--- config.mk ---
export PLATFORM = sky130hd
export DESIGN_NAME = evt_irq_bank
export DESIGN_NICKNAME = d
export VERILOG_FILES = /design/src/rtl/irq_bank_pkg.sv /design/src/rtl/irq_flag_cell.sv /design/src/rtl/irq_mask_bank.sv /design/src/rtl/done_tally.sv /design/src/rtl/evt_irq_bank.sv
export SDC_FILE = /design/constraint.sdc
export NUM_CORES = 1
export LEC_CHECK = 0
export ABC_AREA = 1
export CAP_MARGIN = 20
export CORE_MARGIN = 2
export CORE_UTILIZATION = 40
export DETAILED_ROUTE_END_ITERATION = 7
export DONT_BUFFER_PORTS = 1
export PLACE_DENSITY = 0.65
export SLEW_MARGIN = 20
export SYNTH_ARGS = -nofsm -noshare
export SYNTH_HDL_FRONTEND = slang
export SYNTH_SLANG_ARGS = --single-unit
--- constraint.sdc ---
create_clock -name clk -period 1.4 [get_ports clk]
set_input_delay 0.14 -clock clk [delete_from_list [all_inputs] [get_ports clk]]
set_output_delay 0.14 -clock clk [all_outputs]
set_load 0.005 [all_outputs]
--- src/rtl/irq_bank_pkg.sv ---
// Shared word indices and source positions for the interrupt register bank.
// Assumes word-indexed register access with a 3-bit index.
package irq_bank_pkg;
    localparam int unsigned ADDR_W = 3;

    localparam logic [ADDR_W-1:0] WORD_TALLY   = 3'd0;
    localparam logic [ADDR_W-1:0] WORD_FLAGS   = 3'd1;
    localparam logic [ADDR_W-1:0] WORD_UNMASK  = 3'd2;
    localparam logic [ADDR_W-1:0] WORD_MASKSET = 3'd3;
    localparam logic [ADDR_W-1:0] WORD_MASK    = 3'd4;

    // source positions; the done source drives the tally
    localparam int unsigned SRC_MEM_DONE  = 0;
    localparam int unsigned SRC_XFER_DONE = 1;
    localparam int unsigned SRC_BUS_ERR   = 2;
    localparam int unsigned SRC_STRM_TMO  = 3;
    localparam int unsigned SRC_MEM_TMO   = 4;
    localparam int unsigned SRC_THRESH    = 5;
    localparam int unsigned SRC_BAD_ACC   = 6;
    localparam int unsigned SRC_FIFO_OVF  = 7;
endpackage

--- src/rtl/irq_flag_cell.sv ---
// One sticky interrupt flag: set by an event pulse, cleared by a write of one.
// Assumes set_i and clr_i are single-cycle; set has priority over clear.
module irq_flag_cell (
    input  logic clk,
    input  logic rst_n,
    input  logic set_i,
    input  logic clr_i,
    output logic flag_o
);
    logic flag_q;

    // hold, set or clear the flag
    always_ff @(posedge clk) begin
        if (!rst_n)
            flag_q <= 1'b0;
        else if (set_i)
            flag_q <= 1'b1;
        else if (clr_i)
            flag_q <= 1'b0;
    end

    assign flag_o = flag_q;

    assert_flag_sets_R2: assert property (@(posedge clk) disable iff (!rst_n)
        set_i |=> flag_o);
    assert_flag_clears_R3: assert property (@(posedge clk) disable iff (!rst_n)
        (clr_i && !set_i) |=> !flag_o);
    assert_flag_sticky_R2: assert property (@(posedge clk) disable iff (!rst_n)
        (flag_o && !clr_i) |=> flag_o);
endmodule

--- src/rtl/irq_mask_bank.sv ---
// Interrupt mask updated only through unmask and mask-set command strobes.
// Assumes at most one command strobe per cycle; resets to all ones.
module irq_mask_bank #(
    parameter int unsigned NUM_SRC = 8
) (
    input  logic               clk,
    input  logic               rst_n,
    input  logic               unmask_we,
    input  logic               maskset_we,
    input  logic [NUM_SRC-1:0] sel_bits,
    output logic [NUM_SRC-1:0] mask_o
);
    logic [NUM_SRC-1:0] mask_q;

    // apply unmask or mask-set command to the selected bits
    always_ff @(posedge clk) begin
        if (!rst_n)
            mask_q <= '1;
        else if (unmask_we)
            mask_q <= mask_q & ~sel_bits;
        else if (maskset_we)
            mask_q <= mask_q | sel_bits;
    end

    assign mask_o = mask_q;

    assert_mask_reset_R1: assert property (@(posedge clk)
        !rst_n |=> (mask_o == {NUM_SRC{1'b1}}));
    assert_unmask_clears_R4: assert property (@(posedge clk) disable iff (!rst_n)
        unmask_we |=> ((mask_o & $past(sel_bits)) == '0));
    assert_maskset_sets_R5: assert property (@(posedge clk) disable iff (!rst_n)
        (maskset_we && !unmask_we) |=> ((mask_o & $past(sel_bits)) == $past(sel_bits)));
    assert_mask_hold_R6: assert property (@(posedge clk) disable iff (!rst_n)
        (!unmask_we && !maskset_we) |=> $stable(mask_o));
endmodule

--- src/rtl/done_tally.sv ---
// Wrap-around completion counter: up on done, down on acknowledge, bitwise W1C.
// Assumes the counter clear is applied before the same-cycle step.
module done_tally #(
    parameter int unsigned CNT_W = 3
) (
    input  logic             clk,
    input  logic             rst_n,
    input  logic             inc_i,
    input  logic             dec_i,
    input  logic [CNT_W-1:0] clr_bits_i,
    output logic [CNT_W-1:0] cnt_o
);
    logic [CNT_W-1:0] cnt_q;
    logic [CNT_W-1:0] base;
    logic [CNT_W-1:0] cnt_d;

    // clear selected bits first, then step by the net of inc and dec
    always_comb begin
        base = cnt_q & ~clr_bits_i;
        if (inc_i && !dec_i)
            cnt_d = base + CNT_W'(1);
        else if (dec_i && !inc_i)
            cnt_d = base - CNT_W'(1);
        else
            cnt_d = base;
    end

    // register the next count
    always_ff @(posedge clk) begin
        if (!rst_n)
            cnt_q <= '0;
        else
            cnt_q <= cnt_d;
    end

    assign cnt_o = cnt_q;

    assert_tally_up_R8: assert property (@(posedge clk) disable iff (!rst_n)
        (inc_i && !dec_i && clr_bits_i == '0) |=> (cnt_o == $past(cnt_o) + CNT_W'(1)));
    assert_tally_down_R9: assert property (@(posedge clk) disable iff (!rst_n)
        (dec_i && !inc_i && clr_bits_i == '0) |=> (cnt_o == $past(cnt_o) - CNT_W'(1)));
    assert_tally_cancel_R10: assert property (@(posedge clk) disable iff (!rst_n)
        (inc_i && dec_i && clr_bits_i == '0) |=> $stable(cnt_o));
endmodule

--- src/rtl/evt_irq_bank.sv ---
// Interrupt register bank: sticky flags, command-driven mask, completion tally,
// word-indexed write strobe with combinational read, and one interrupt line.
// Assumes event inputs are single-cycle pulses synchronous to clk.
module evt_irq_bank
    import irq_bank_pkg::*;
#(
    parameter int unsigned NUM_SRC  = 8,
    parameter int unsigned CNT_W    = 3,
    parameter int unsigned CNT_LSB  = 13,
    parameter int unsigned DONE_IDX = SRC_XFER_DONE,
    parameter int unsigned DATA_W   = 32
) (
    input  logic              clk,
    input  logic              rst_n,
    input  logic [7:0]        evt_i,
    input  logic              wr_en,
    input  logic [2:0]        reg_addr,
    input  logic [31:0]       wr_data,
    output logic [31:0]       rd_data,
    output logic              irq_o
);
    localparam int unsigned CNT_MSB = CNT_LSB + CNT_W - 1;

    logic [NUM_SRC-1:0] flags;
    logic [NUM_SRC-1:0] mask;
    logic [CNT_W-1:0]   tally;
    logic               we_flags;
    logic               we_unmask;
    logic               we_maskset;
    logic               we_tally;
    logic               ack_done;
    logic [CNT_W-1:0]   tally_clr;
    logic               unused_wr_bits;

    // decode the write strobe by word index
    always_comb begin
        we_flags   = wr_en && (reg_addr == WORD_FLAGS);
        we_unmask  = wr_en && (reg_addr == WORD_UNMASK);
        we_maskset = wr_en && (reg_addr == WORD_MASKSET);
        we_tally   = wr_en && (reg_addr == WORD_TALLY);
    end

    genvar gi;
    generate
        for (gi = 0; gi < NUM_SRC; gi++) begin : g_flag
            irq_flag_cell u_cell (
                .clk    (clk),
                .rst_n  (rst_n),
                .set_i  (evt_i[gi]),
                .clr_i  (we_flags && wr_data[gi]),
                .flag_o (flags[gi])
            );
        end
    endgenerate

    irq_mask_bank #(.NUM_SRC(NUM_SRC)) u_mask (
        .clk        (clk),
        .rst_n      (rst_n),
        .unmask_we  (we_unmask),
        .maskset_we (we_maskset),
        .sel_bits   (wr_data[NUM_SRC-1:0]),
        .mask_o     (mask)
    );

    // acknowledge of a pending done flag and the tally clear selection
    always_comb begin
        ack_done  = we_flags && wr_data[DONE_IDX] && flags[DONE_IDX];
        tally_clr = we_tally ? wr_data[CNT_MSB:CNT_LSB] : '0;
    end

    done_tally #(.CNT_W(CNT_W)) u_tally (
        .clk        (clk),
        .rst_n      (rst_n),
        .inc_i      (evt_i[DONE_IDX]),
        .dec_i      (ack_done),
        .clr_bits_i (tally_clr),
        .cnt_o      (tally)
    );

    assign unused_wr_bits = &{1'b0, wr_data};

    // combinational read mux
    always_comb begin
        rd_data = '0;
        case (reg_addr)
            WORD_TALLY: rd_data[CNT_MSB:CNT_LSB] = tally;
            WORD_FLAGS: rd_data[NUM_SRC-1:0]     = flags;
            WORD_MASK:  rd_data[NUM_SRC-1:0]     = mask;
            default:    rd_data = '0;
        endcase
    end

    // interrupt line from pending unmasked flags
    assign irq_o = |(flags & ~mask);

    assert_irq_quiet_masked_R7: assert property (@(posedge clk) disable iff (!rst_n)
        (mask == {NUM_SRC{1'b1}}) |-> !irq_o);
    assert_irq_needs_flag_R7: assert property (@(posedge clk) disable iff (!rst_n)
        irq_o |-> (flags != '0));
    assert_mask_word_ro_R6: assert property (@(posedge clk) disable iff (!rst_n)
        (wr_en && reg_addr == WORD_MASK) |=> $stable(mask));
    assert_done_sticks_R10: assert property (@(posedge clk) disable iff (!rst_n)
        (evt_i[DONE_IDX] && ack_done) |=> flags[DONE_IDX]);
endmodule

Word-level counts from Yosys, hierarchy flattened --
Index checks and enable logic that the tools add are counted.
Storage, ports and cells: input bits 46, memories 0, bits in writable memories 0, bits in latches 0, register bits 19, memory bits (read-only) 0
Operators by class: divide/modulo/power cells 0, muxes and demuxes 23, multipliers 0, $lt $le $gt $ge 0, bitwise gates (word level) 7, reduce and logical (&&, ||, !) cells 28, shift-type cells 0, equality and inequality tests 4, add/subtract/negate cells 2
Operator list (number):
- 2-bit nonzero test | 9
- 8-bit bitwise AND | 2
- 1-bit 2-to-1 mux | 16
- 8-bit 2-to-1 mux | 2
- 8-bit NOT | 2
- 8-bit one-hot mux with 2 select lines | 1
- 1-bit logical AND | 15
- 3-bit 2-to-1 mux | 4
- 8-bit bitwise OR | 1
- 8-bit OR reduction | 1
- 3-bit by 2-bit == test with 1-bit output (second input constant) | 2
- 3-bit by 1-bit adder with 3-bit output (second input constant) | 1
- 3-bit bitwise AND | 1
- 3-bit by 1-bit == test with 1-bit output (second input constant) | 1
- 3-bit == test (second input constant) | 1
- 3-bit zero test | 1
- 3-bit NOT | 1
- 3-bit by 1-bit subtractor with 3-bit output (second input constant) | 1
- 1-bit zero test | 2

Logic depth before layout (Yosys ltp) --
depth after elaboration 8, mapped depth 10

Modules after synthesis --
Synthesis repeated with hierarchy kept, for this count alone.
Unflattened totals: cells, all modules 250, area, all modules 1496.4 um^2
Modules (own cells, without submodules):
- evt_irq_bank | instances 1, sequential area each 0.0 um^2, area each 525.5 um^2, cells each 108
- irq_mask_bank | instances 1, sequential area each 160.2 um^2, area each 401.6 um^2, cells each 61
- irq_flag_cell | instances 8, sequential area each 20.0 um^2, area each 43.8 um^2, cells each 6
- done_tally | instances 1, sequential area each 60.1 um^2, area each 219.0 um^2, cells each 33

Worst setup path after synthesis --
OpenSTA, ideal clock, no wires.
kind input to register, start point input port reg_addr[2], end point register u_tally.cnt_q[1] (netlist: u_tally.cnt_o[1]), cell stages on the path 9, library setup time 131 ps, arrival 1205 ps, data required time 1269 ps, path buffers 1, slack 65 ps, path through buf_2 nor2_4 nand2_2 o21ai_2 ha_1 inv_1 nand2_1 nand2_1 a21oi_2
Between the ends: longest elaborated chain between the ends 8
Ends and longest elaborated chain:
- start, declared | RTL line evt_irq_bank.sv:17 | input logic [2:0] reg_addr,
- 3-bit zero test | RTL line evt_irq_bank.sv:40 | we_tally = wr_en && (reg_addr == WORD_TALLY);
- 1-bit logical AND | RTL line evt_irq_bank.sv:40
- 3-bit 2-to-1 mux | RTL line evt_irq_bank.sv:68 | tally_clr = we_tally ? wr_data[CNT_MSB:CNT_LSB] : '0;
- 3-bit NOT | RTL line done_tally.sv:19 | base = cnt_q & ~clr_bits_i;
- 3-bit bitwise AND | RTL line done_tally.sv:19
- 3-bit by 1-bit subtractor with 3-bit output | RTL line done_tally.sv:23 | cnt_d = base - CNT_W'(1);
- 3-bit 2-to-1 mux | RTL line done_tally.sv:22 | else if (dec_i && !inc_i)
- 3-bit 2-to-1 mux * | RTL line done_tally.sv:20 | if (inc_i && !dec_i)
- end signal, assigned | RTL line done_tally.sv:33 | cnt_q <= cnt_d;
- end, declared | RTL line done_tally.sv:13 | logic [CNT_W-1:0] cnt_q;
Every way passes the cells marked *; elsewhere a longest branch is shown, timed or not. A chain may end at the register's enable or synchronous reset.

==> results.md <==
- Status: complete, no violations
- Num CTS Buffers: 3
- Rows: 20
- Port-buffer cells: 0
- Clock Tree Buf Depth: 2
- Critical path's largest stage delay: 0.56 ns
- Synth Register Bits: 19
- Critical path required time: 1.61 ns
- DR vias: 1148
- Clock power frac: 26.4%
- Sequential fraction of the synthesis area: 29.5%
- GRT Overall Usage: 17.3%
- # DRC: 0
- Die W: 60.8 um
- Mapped Area: 0.00129 mm2
- Crit path launch type: primary input
- Post-synth EDFFs: 0
- CTS root buf: clkbuf_4
- Fillers: 329
- Die Span Y: 60.8 um
- WP data arrival: 1.48 ns
- Routed Antenna Nets: 0
- Initial core utilization: 42.3%
- Clk sinks: 19
- Switching share of power: 30.5%
- CTS H-Tree Depth: 1
- PD cells: 775 mW/mm2
- Internal power: 0.000776 W
- Critical Path Slowest Stage Cell: dlygate4sd3_1
- Diodes inserted: 0
- CP Capture Type: flip-flop
- Worst Setup Path Type: in2reg
- Clock Pin Slew Worst Setup and Hold Paths: 0.12 ns
- Setup total negative slack: 0 ns
- Initial antenna violation count: 0
- Drt pass-1 iters: 4
- DRT iter0 DRCs: 29
- Crit-path max FO: 8
- RSZ-0062 raised after global routing: no
- Hpwl dp: 2110 um
- Commonest cells post-synth: inv_1, o21ai_0, buf_4
- Total of max-cap violations: 0
- Cell count after synthesis: 183
- Delay-heaviest family, CP: buffers and inverters
- Largest net degree at the start of global routing: 13
- DIE AREA: 0.00370 mm2
- CTS tree: built
- Multi-input logic area: 656 um2
- Max-slew violations: 0
- Comb power frac: 20.3%
- Synth top area share: 29.5%
- Vias in the first global route: 1008
- Worst Path Buf+Inv: 3
- # nets final: 248
- Layout cells sized above 1: 11.1%
- Worst IR Drop VDD: 0.389 mV
- Tcrit/Tclk final: 90.7%
- Final Wtd Congestion: 0.749
- Final setup viols: 0
- Final hold violation count: 0
- Worst skew pair latency: 0.30 ns
- Routed vias/inst: 4.72
- FF+latch area: 380 um2
- Net switching power: 0.000340 W
- Ys async rst share: 0%
- Area growth syn-to-layout: 11.6%
- Final Skew: 0.000764 ns
- Layout Utilization: 47.2%
- Library cells used by synthesis: 24
- CP Cell Sequence: inv_1 > nor2_4 > buf_4 > nand2_1 > o21ai_0 > nand3_1 > dlygate4sd3_1
- Cell with the most instances after synthesis: inv_1
- Min Tclk post-route: 1.27 ns
- Sequential share of power: 53.3%
- Fmax: 787 MHz
- Postcts setup bufs: 0
- Area leader, netlist: dfxtp_1
- Synth Flop Type: dfxtp_1
- Min-Delay Path Class: in2reg
- Global-route wire length before repair: 4760 um
- Top cells by area, synth: dfxtp_1, buf_4, inv_1, o21ai_0, nand3_1
- Io pins: 79
- Drt wl/cell: 12.3 um
- Post-Route WL: 2990 um
- Fin Hold WS: 0.00684 ns
- P_leak: 0.678 nW
- Syn. warnings: 0
- Gr ovfl total: 0
- Core area: 0.00305 mm2
- Mean Syn Cell Area: 7.05 um2
-- worst paths after layout --
check	start	slack [ns]	cells after the start	endpoint
worst max-delay path	wr_en	0.13	7	flip-flop
worst min-delay path	reg_addr[1]	0.007	2	flip-flop
worst max register to register	flip-flop	0.25	3	flip-flop
worst min register to register	g_flag[3].u_cell.flag_o	0.49	2	g_flag[3].u_cell.flag_o
-- layout by cell type (no fill, tap or decap), drive strengths merged --
cell type,n
o21ai,26
nand4,9
nand2,15
conb,21
dlymetal6s4s,2
dfxtp,19
clkbuf,3
ha,2
inv,37
dlygate4sd3,14
nand3,19
clkinvlp,1
o22ai,3
a21oi,14
nor2,12
buf,2
-- power groups by stage --
| stage | combinational [W] | clock [W] | sequential, W |
|---|---|---|---|
| after floorplan | 0.000216 | 0 | 0.000602 |
| after global placement | 0.000184 | 0 | 0.000607 |
| after detailed placement | 0.000184 | 0 | 0.000607 |
| after CTS | 0.000220 | 0.000302 | 0.000595 |
| after global routing | 0.000263 | 0.000322 | 0.000599 |
| final | 0.000226 | 0.000295 | 0.000595 |
-- per-layer routing --
metal  track usage (%)  up-vias  share of wire, %
met3              3.62        2               9.0
met5                 0        -                 0
met4              6.52        0              0.23
met1              21.9      506                41
met2              28.9       49                50
li1                  -      591                 -
-- cell type report --
| class | instances | area share (%) |
|---|---|---|
| tap | 44 | 3.82 |
| multi-input combinational | 121 | 45.5 |
| timing repair buffer | 18 | 12.5 |
| clock buffer | 3 | 1.56 |
| sequential | 19 | 26.4 |
| clock inverter | 1 | 0.521 |
| inverter | 37 | 9.64 |
-- logic make-up (layout without fill, tap and decap cells) --
kind of cell / Yosys count / count (layout) / synth area share, %
adder cells (fa/ha/maj): 2 / 2 / 1.94
AND/OR/NAND/NOR: 55 / 55 / 24.9
other: 1 / 21 / 0.291
AO/OA/AOI/OAI: 43 / 43 / 17.8
flip-flops: 19 / 19 / 29.5
buffers and inverters: 63 / 59 / 25.5
-- per-stage QoR --
stage / cell area, um2 / worst slack (ns) / std cells / power, W
3_3_place_gp: 1240 / 0.242 / 223 / 0.000790
4_1_cts: 1420 / 0.0616 / 241 / 0.00112
2_1_floorplan: 1370 / 0.0645 / 203 / 0.000817
3_5_place_dp: 1240 / 0.239 / 223 / 0.000792
6_report: 1440 / 0.130 / 243 / 0.00112
5_1_grt: 1440 / 0.0151 / 243 / 0.00118
-- what timing repair did --
| item | CTS | global route |
|---|---|---|
| hold endpoints to repair | 17 | 1 |
| setup endpoints to repair | 0 | 2 |
| resized for setup | 0 | 2 |
| hold buffers | 14 | 2 |
-- worst register-to-register path: cells and delay by family (launching register included) --
kind	cells	cell delay, ns
buf+inv	1	0.56
flops	1	0.35
compound gates	1	0.08
simple gates	1	0.08
(Power assumes the default switching activity.)
